==> config.mk <==
export PLATFORM = sky130hd
export DESIGN_NAME = scsi_step_status
export DESIGN_NICKNAME = d
export VERILOG_FILES = /design/src/rtl/scsi_step_pkg.sv /design/src/rtl/scsi_fifo_level.sv /design/src/rtl/scsi_step_seq.sv /design/src/rtl/scsi_irq_regs.sv /design/src/rtl/scsi_step_status.sv
export SDC_FILE = /design/constraint.sdc
export NUM_CORES = 1
export LEC_CHECK = 0
export BUFFER_PORTS_ARGS = -buffer_cell sky130_fd_sc_hd__buf_2
export CORE_MARGIN = 3
export CORE_UTILIZATION = 40
export CTS_CLUSTER_DIAMETER = 80
export DETAILED_ROUTE_END_ITERATION = 6
export PLACE_DENSITY = 0.73
export SETUP_SLACK_MARGIN = 0.4
export SYNTH_ARGS = -nofsm -noshare
export SYNTH_HDL_FRONTEND = slang
export SYNTH_SLANG_ARGS = --single-unit
==> constraint.sdc <==
create_clock -name clk -period 2.52 [get_ports clk]
set_input_delay 0.126 -clock clk [delete_from_list [all_inputs] [get_ports clk]]
set_output_delay 0.126 -clock clk [all_outputs]
set_load 0.01 [all_outputs]
==> src/rtl/scsi_step_pkg.sv <==
package scsi_step_pkg;

  typedef enum logic [2:0] {
    A_FIFO  = 3'd0,
    A_CMD   = 3'd1,
    A_STAT  = 3'd2,
    A_ISTAT = 3'd3,
    A_SEQ   = 3'd4,
    A_FLAGS = 3'd5
  } reg_addr_e;

  localparam logic [6:0] OP_NOP     = 7'h00;
  localparam logic [6:0] OP_FLUSH   = 7'h01;
  localparam logic [6:0] OP_SEL     = 7'h41;
  localparam logic [6:0] OP_SEL_ATN = 7'h42;

  function automatic logic op_is_multi(input logic [6:0] op);
    return (op == OP_SEL) || (op == OP_SEL_ATN);
  endfunction

endpackage

==> src/rtl/scsi_fifo_level.sv <==
module scsi_fifo_level #(
  parameter int DEPTH = 16,
  localparam int CNT_W = $clog2(DEPTH + 1)
) (
  input  logic             clk,
  input  logic             rst_n,
  input  logic             push_i,
  input  logic             pop_i,
  input  logic             flush_i,
  output logic [CNT_W-1:0] count_o
);
  localparam logic [CNT_W-1:0] FULL = CNT_W'(DEPTH);

  always_ff @(posedge clk or negedge rst_n) begin
    if (!rst_n) begin
      count_o <= '0;
    end else if (flush_i) begin
      count_o <= '0;
    end else if (push_i && count_o != FULL) begin
      count_o <= count_o + CNT_W'(1);
    end else if (pop_i && count_o != '0) begin
      count_o <= count_o - CNT_W'(1);
    end
  end
endmodule

==> src/rtl/scsi_step_seq.sv <==
module scsi_step_seq #(
  parameter int STEP_W    = 3,
  parameter int SEL_STEPS = 3,
  parameter int ATN_STEPS = 4
) (
  input  logic              clk,
  input  logic              rst_n,
  input  logic              start_i,
  input  logic              atn_i,
  input  logic              step_i,
  input  logic              abort_i,
  output logic              busy_o,
  output logic [STEP_W-1:0] ss_o,
  output logic              step_evt_o,
  output logic [STEP_W-1:0] step_val_o,
  output logic              fin_o,
  output logic              stop_o
);
  localparam logic [STEP_W-1:0] SEL_T = STEP_W'(SEL_STEPS);
  localparam logic [STEP_W-1:0] ATN_T = STEP_W'(ATN_STEPS);

  logic [STEP_W-1:0] target_q;

  always_comb begin
    step_val_o = ss_o + STEP_W'(1);
    step_evt_o = busy_o && step_i && !abort_i;
    fin_o      = step_evt_o && (step_val_o == target_q);
    stop_o     = busy_o && abort_i;
  end

  always_ff @(posedge clk or negedge rst_n) begin
    if (!rst_n) begin
      busy_o   <= 1'b0;
      ss_o     <= '0;
      target_q <= '0;
    end else if (start_i) begin
      busy_o   <= 1'b1;
      ss_o     <= '0;
      target_q <= atn_i ? ATN_T : SEL_T;
    end else begin
      if (step_evt_o) ss_o <= step_val_o;
      if (fin_o || stop_o) busy_o <= 1'b0;
    end
  end
endmodule

==> src/rtl/scsi_irq_regs.sv <==
module scsi_irq_regs #(
  parameter int STEP_W = 3
) (
  input  logic              clk,
  input  logic              rst_n,
  input  logic              start_i,
  input  logic              ack_i,
  input  logic              step_evt_i,
  input  logic [STEP_W-1:0] step_val_i,
  input  logic              fin_i,
  input  logic              stop_i,
  output logic              irq_o,
  output logic              func_done_o,
  output logic              bus_svc_o,
  output logic              aborted_o,
  output logic [STEP_W-1:0] seq_o
);
  always_ff @(posedge clk or negedge rst_n) begin
    if (!rst_n) begin
      irq_o       <= 1'b0;
      func_done_o <= 1'b0;
      bus_svc_o   <= 1'b0;
      aborted_o   <= 1'b0;
      seq_o       <= '0;
    end else begin
      if (ack_i) begin
        irq_o       <= 1'b0;
        func_done_o <= 1'b0;
        bus_svc_o   <= 1'b0;
        aborted_o   <= 1'b0;
        seq_o       <= '0;
      end
      if (start_i) seq_o <= '0;
      if (step_evt_i) seq_o <= step_val_i;
      if (fin_i) begin
        irq_o       <= 1'b1;
        func_done_o <= 1'b1;
      end
      if (stop_i) begin
        irq_o     <= 1'b1;
        bus_svc_o <= 1'b1;
        aborted_o <= 1'b1;
      end
    end
  end
endmodule

==> src/rtl/scsi_step_status.sv <==
module scsi_step_status
  import scsi_step_pkg::*;
#(
  parameter int FIFO_DEPTH = 16,
  parameter int STEP_W     = 3,
  parameter int SEL_STEPS  = 3,
  parameter int ATN_STEPS  = 4
) (
  input  logic       clk,
  input  logic       rst_n,
  input  logic [2:0] reg_addr,
  input  logic       reg_wr,
  input  logic       reg_rd,
  input  logic [7:0] reg_wdata,
  output logic [7:0] reg_rdata,
  input  logic       step_done,
  input  logic       seq_abort,
  output logic       irq
);
  localparam int CNT_W  = $clog2(FIFO_DEPTH + 1);
  localparam int FLAG_W = STEP_W + CNT_W;

  logic [6:0]        opcode;
  logic              cmd_take, start, flush, push, pop, ack;
  logic              busy, step_evt, fin, stop;
  logic [STEP_W-1:0] ss, step_val, seq;
  logic              func_done, bus_svc, aborted;
  logic [CNT_W-1:0]  count;
  logic [FLAG_W-1:0] flags;
  reg_addr_e         addr_e;

  always_comb begin
    addr_e   = reg_addr_e'(reg_addr);
    opcode   = reg_wdata[6:0];
    cmd_take = reg_wr && (addr_e == A_CMD) && !busy;
    start    = cmd_take && op_is_multi(opcode);
    flush    = cmd_take && (opcode == OP_FLUSH);
    push     = reg_wr && !reg_rd && (addr_e == A_FIFO);
    pop      = reg_rd && !reg_wr && (addr_e == A_FIFO);
    ack      = reg_rd && (addr_e == A_ISTAT) && irq;
    flags    = {ss, count};
  end

  scsi_fifo_level #(.DEPTH(FIFO_DEPTH)) u_level (
    .clk(clk), .rst_n(rst_n), .push_i(push), .pop_i(pop),
    .flush_i(flush), .count_o(count)
  );

  scsi_step_seq #(.STEP_W(STEP_W), .SEL_STEPS(SEL_STEPS), .ATN_STEPS(ATN_STEPS)) u_seq (
    .clk(clk), .rst_n(rst_n), .start_i(start), .atn_i(opcode == OP_SEL_ATN),
    .step_i(step_done), .abort_i(seq_abort), .busy_o(busy), .ss_o(ss),
    .step_evt_o(step_evt), .step_val_o(step_val), .fin_o(fin), .stop_o(stop)
  );

  scsi_irq_regs #(.STEP_W(STEP_W)) u_regs (
    .clk(clk), .rst_n(rst_n), .start_i(start), .ack_i(ack),
    .step_evt_i(step_evt), .step_val_i(step_val), .fin_i(fin), .stop_i(stop),
    .irq_o(irq), .func_done_o(func_done), .bus_svc_o(bus_svc),
    .aborted_o(aborted), .seq_o(seq)
  );

  always_comb begin
    unique case (addr_e)
      A_STAT:  reg_rdata = {irq, aborted, 6'b0};
      A_ISTAT: reg_rdata = {3'b0, bus_svc, func_done, 3'b0};
      A_SEQ:   reg_rdata = 8'(seq);
      A_FLAGS: reg_rdata = 8'(flags);
      default: reg_rdata = 8'h00;
    endcase
  end
endmodule

==> metrics.txt <==
post-layout util 0.520; clk_lat worst skew 0.30 ns; global-route met2 utilization 0.252; share of Yosys cell area claimed by the top area cell type 0.379; Worst-path clk slew 0.11 ns; Leak 0.646 nW; GPL Wtd Cong 0.811; NetSw 0.000364 W; Sequential Power Share 0.458; I/O pin count 26; Hold Startpoint reg_wdata[0]; largest net degree at the start of global routing 18; Worst Setup Slack, final 0.537 ns; unrepaired setup endpoints after global routing no; Syn Inst Count 115; grt total ovfl 0; Worst VDD drop 0.000463 V; share of post-route cells with drive strength above 1 0.266; Synth top cells by count dfrtp_1, nand2_1, mux2i_1, nor2_1, nor2b_1; CP Buf/Inv Count 0; Final Hold Viols 0; Iteration-0 DRC Markers 43; worst path arrival time 2.17 ns; setup bufs post-CTS 0; met3 Resource Use GR 0.0218; clock root buffer clkbuf_4; Critical-path top delay cell dfrtp_2; Tot GR Track Use 0.161; pre-CTS WS 0.319 ns; Layout Nets 167; Slew headroom 0.641; worst endpoint required time 2.70 ns; crit path time final 1.98 ns; area leader, netlist dfrtp_1; met1 global-route usage 0.224; sequential cell area fraction in the yosys report 0.379; max incr delay on CP 0.49 ns; clock power share 0.165; Clock Path Buffers 2; Sinks on Clock Net 17; synthesized area 1120 sq um; Cell Int Power 0.000565 W; most frequent cell after synthesis dfrtp_1; area grow syn2layout 18.8%; CTS tree yes; Top FF cell, synth dfrtp_1; Die W 59 um; post-synthesis async set-or-reset flop share 1.00; worst r2r src u_level.count_o[0]$_DFFE_PN0P_; count of cell types in the netlist 35; PwrDens 696 nW/um^2; drt total wl 2.57 mm; nature of the critical path startpoint flip-flop; die area 3480 sq um; Worst path top cell family by delay simple AND/OR/NAND/NOR gates; post-layout power 0.000929 W; DIE HEIGHT 59 um; clock skew 0.00689 ns; Post-DP HPWL 1.98 mm; TNS Setup 0 ns; Core Area 2570 sq um; DRC 0; setup violators final 0; Synth Area per Inst 9.77 sq um; Rows 18; first-pass GRT wire length 4.27 mm; final period utilization 0.787; status finished, final reports clean; worst-path fanout max 7; synth warn 0; worst slew pin tran 0.534 ns; Num CTS Buffers 3; ANT cells 0; Max Cap Viol 0; Max Slew Vio Count 0; Avg WL per Cell 14.8 um; Worst Hold Class in -> reg; WS Path Type reg -> reg; net count after synthesis 138; Worst Setup End Kind flip-flop; routed vias 994; H-tree levels 1; vias in the first global route 960; switch share 0.392; synthesis-stage register bit count 17; remaining antenna violation count 0; ranking of synthesized cells by area dfrtp_1, mux2i_1, ha_1; Initial Utilization 0.438; drt via density 5.75; worst setup path startpoint u_level.count_o[0]$_DFFE_PN0P_; Comb power frac 0.377; initial antenna violation count 0; Post-synth EDFFs 0; worst-path cell chain nor4_4, nand2_1, nand2_2, ha_1, a21o_1, a21oi_1, xor2_1, mux2i_1; layer with the highest usage met2; drt first pass iters 4; Port Buf Inserts 24; Max Clock Freq 504 MHz
-- area by class of cell --
type                    instances  area, sq um
multi-input cells              94          701
inverters                       3         11.3
fillers                       257         1230
clock buffers                   3         22.5
flip-flops and latches         17          428
repair buffers                 25          130
well taps                      30         37.5
clock inverters                 1         5.00
-- sequential cells by signal (all words and copies together), names as in the netlist --
register / cells
u_seq.busy_o: 1
u_regs.func_done_o: 1
u_level.count_o: 5
u_seq.target_q: 2
u_regs.bus_svc_o: 1
u_seq.ss_o: 3
u_regs.irq_o: 1
u_regs.seq_o: 3
-- worst paths after layout --
path / to / slack (ns) / depth (start not counted)
max in group asynchronous: u_level.count_o[1]$_DFFE_PN0P_ / 1.95 / 2
worst min register to register: u_regs.func_done_o$_DFFE_PN0P_ / 0.49 / 1
worst max register to register: u_level.count_o[4]$_DFFE_PN0P_ / 0.54 / 8
min in group asynchronous: u_seq.ss_o[2]$_DFFE_PN0P_ / 0.26 / 2
worst min-delay path: u_seq.target_q[2]$_DFFE_PN0P_ / 0.04 / 2
worst max-delay path: u_level.count_o[4]$_DFFE_PN0P_ / 0.54 / 8
-- power groups by stage --
stage	sequential [W]	clock, W	combinational (W)
floorplan	0.000390	0	0.000259
global placement	0.000408	0	0.000323
detailed placement	0.000411	0	0.000341
CTS	0.000411	0.000156	0.000346
global route	0.000438	0.000168	0.000399
finish	0.000426	0.000153	0.000350
-- per-layer routing --
metal | up-vias | wire length [um]
li1 | 484 | -
met1 | 482 | 1250
met2 | 23 | 1160
met3 | 5 | 115
met4 | 0 | 46
met5 | - | 0
-- kinds of logic (layout without fill, tap and decap cells) --
kind of cell | count (synthesis) | in the layout | share of synthesized area
AND/OR/NAND/NOR | 49 | 49 | 0.238
multiplexers | 9 | 9 | 0.0802
XOR/XNOR | 7 | 7 | 0.0546
adder cells (fa/ha/maj) | 6 | 6 | 0.0735
AO/OA/AOI/OAI | 23 | 23 | 0.161
buffers and inverters | 4 | 32 | 0.0134
flip-flops | 17 | 17 | 0.379
-- through the flow --
step	cells	instance area, sq um	hold WS, ns
floorplan	115	1120	-0.170
global placement	168	1280	0.0668
detailed placement	168	1280	0.0689
CTS	173	1320	0.0333
global route	173	1340	0.0237
finish	173	1340	0.0394
-- what timing repair did --
action	in CTS	in global routing
setup endpoints to repair	1	2
resized for setup	1	4
hold buffers	1	0
hold endpoints to repair	17	0
pin swaps	0	0
-- layout by cell type, fill, tap and decap left out, types with 3 or more instances in the layout --
cell,instances
inv_1,3
ha_1,5
clkbuf_4,3
mux2i_1,9
xnor2_1,5
a21oi_1,4
nor2_1,9
nand4_1,3
a32o_1,3
nor3_1,3
nor2b_1,7
dfrtp_1,15
nand3_1,3
buf_2,24
nand2_1,10
No activity file was read; power rests on OpenSTA's default activity.
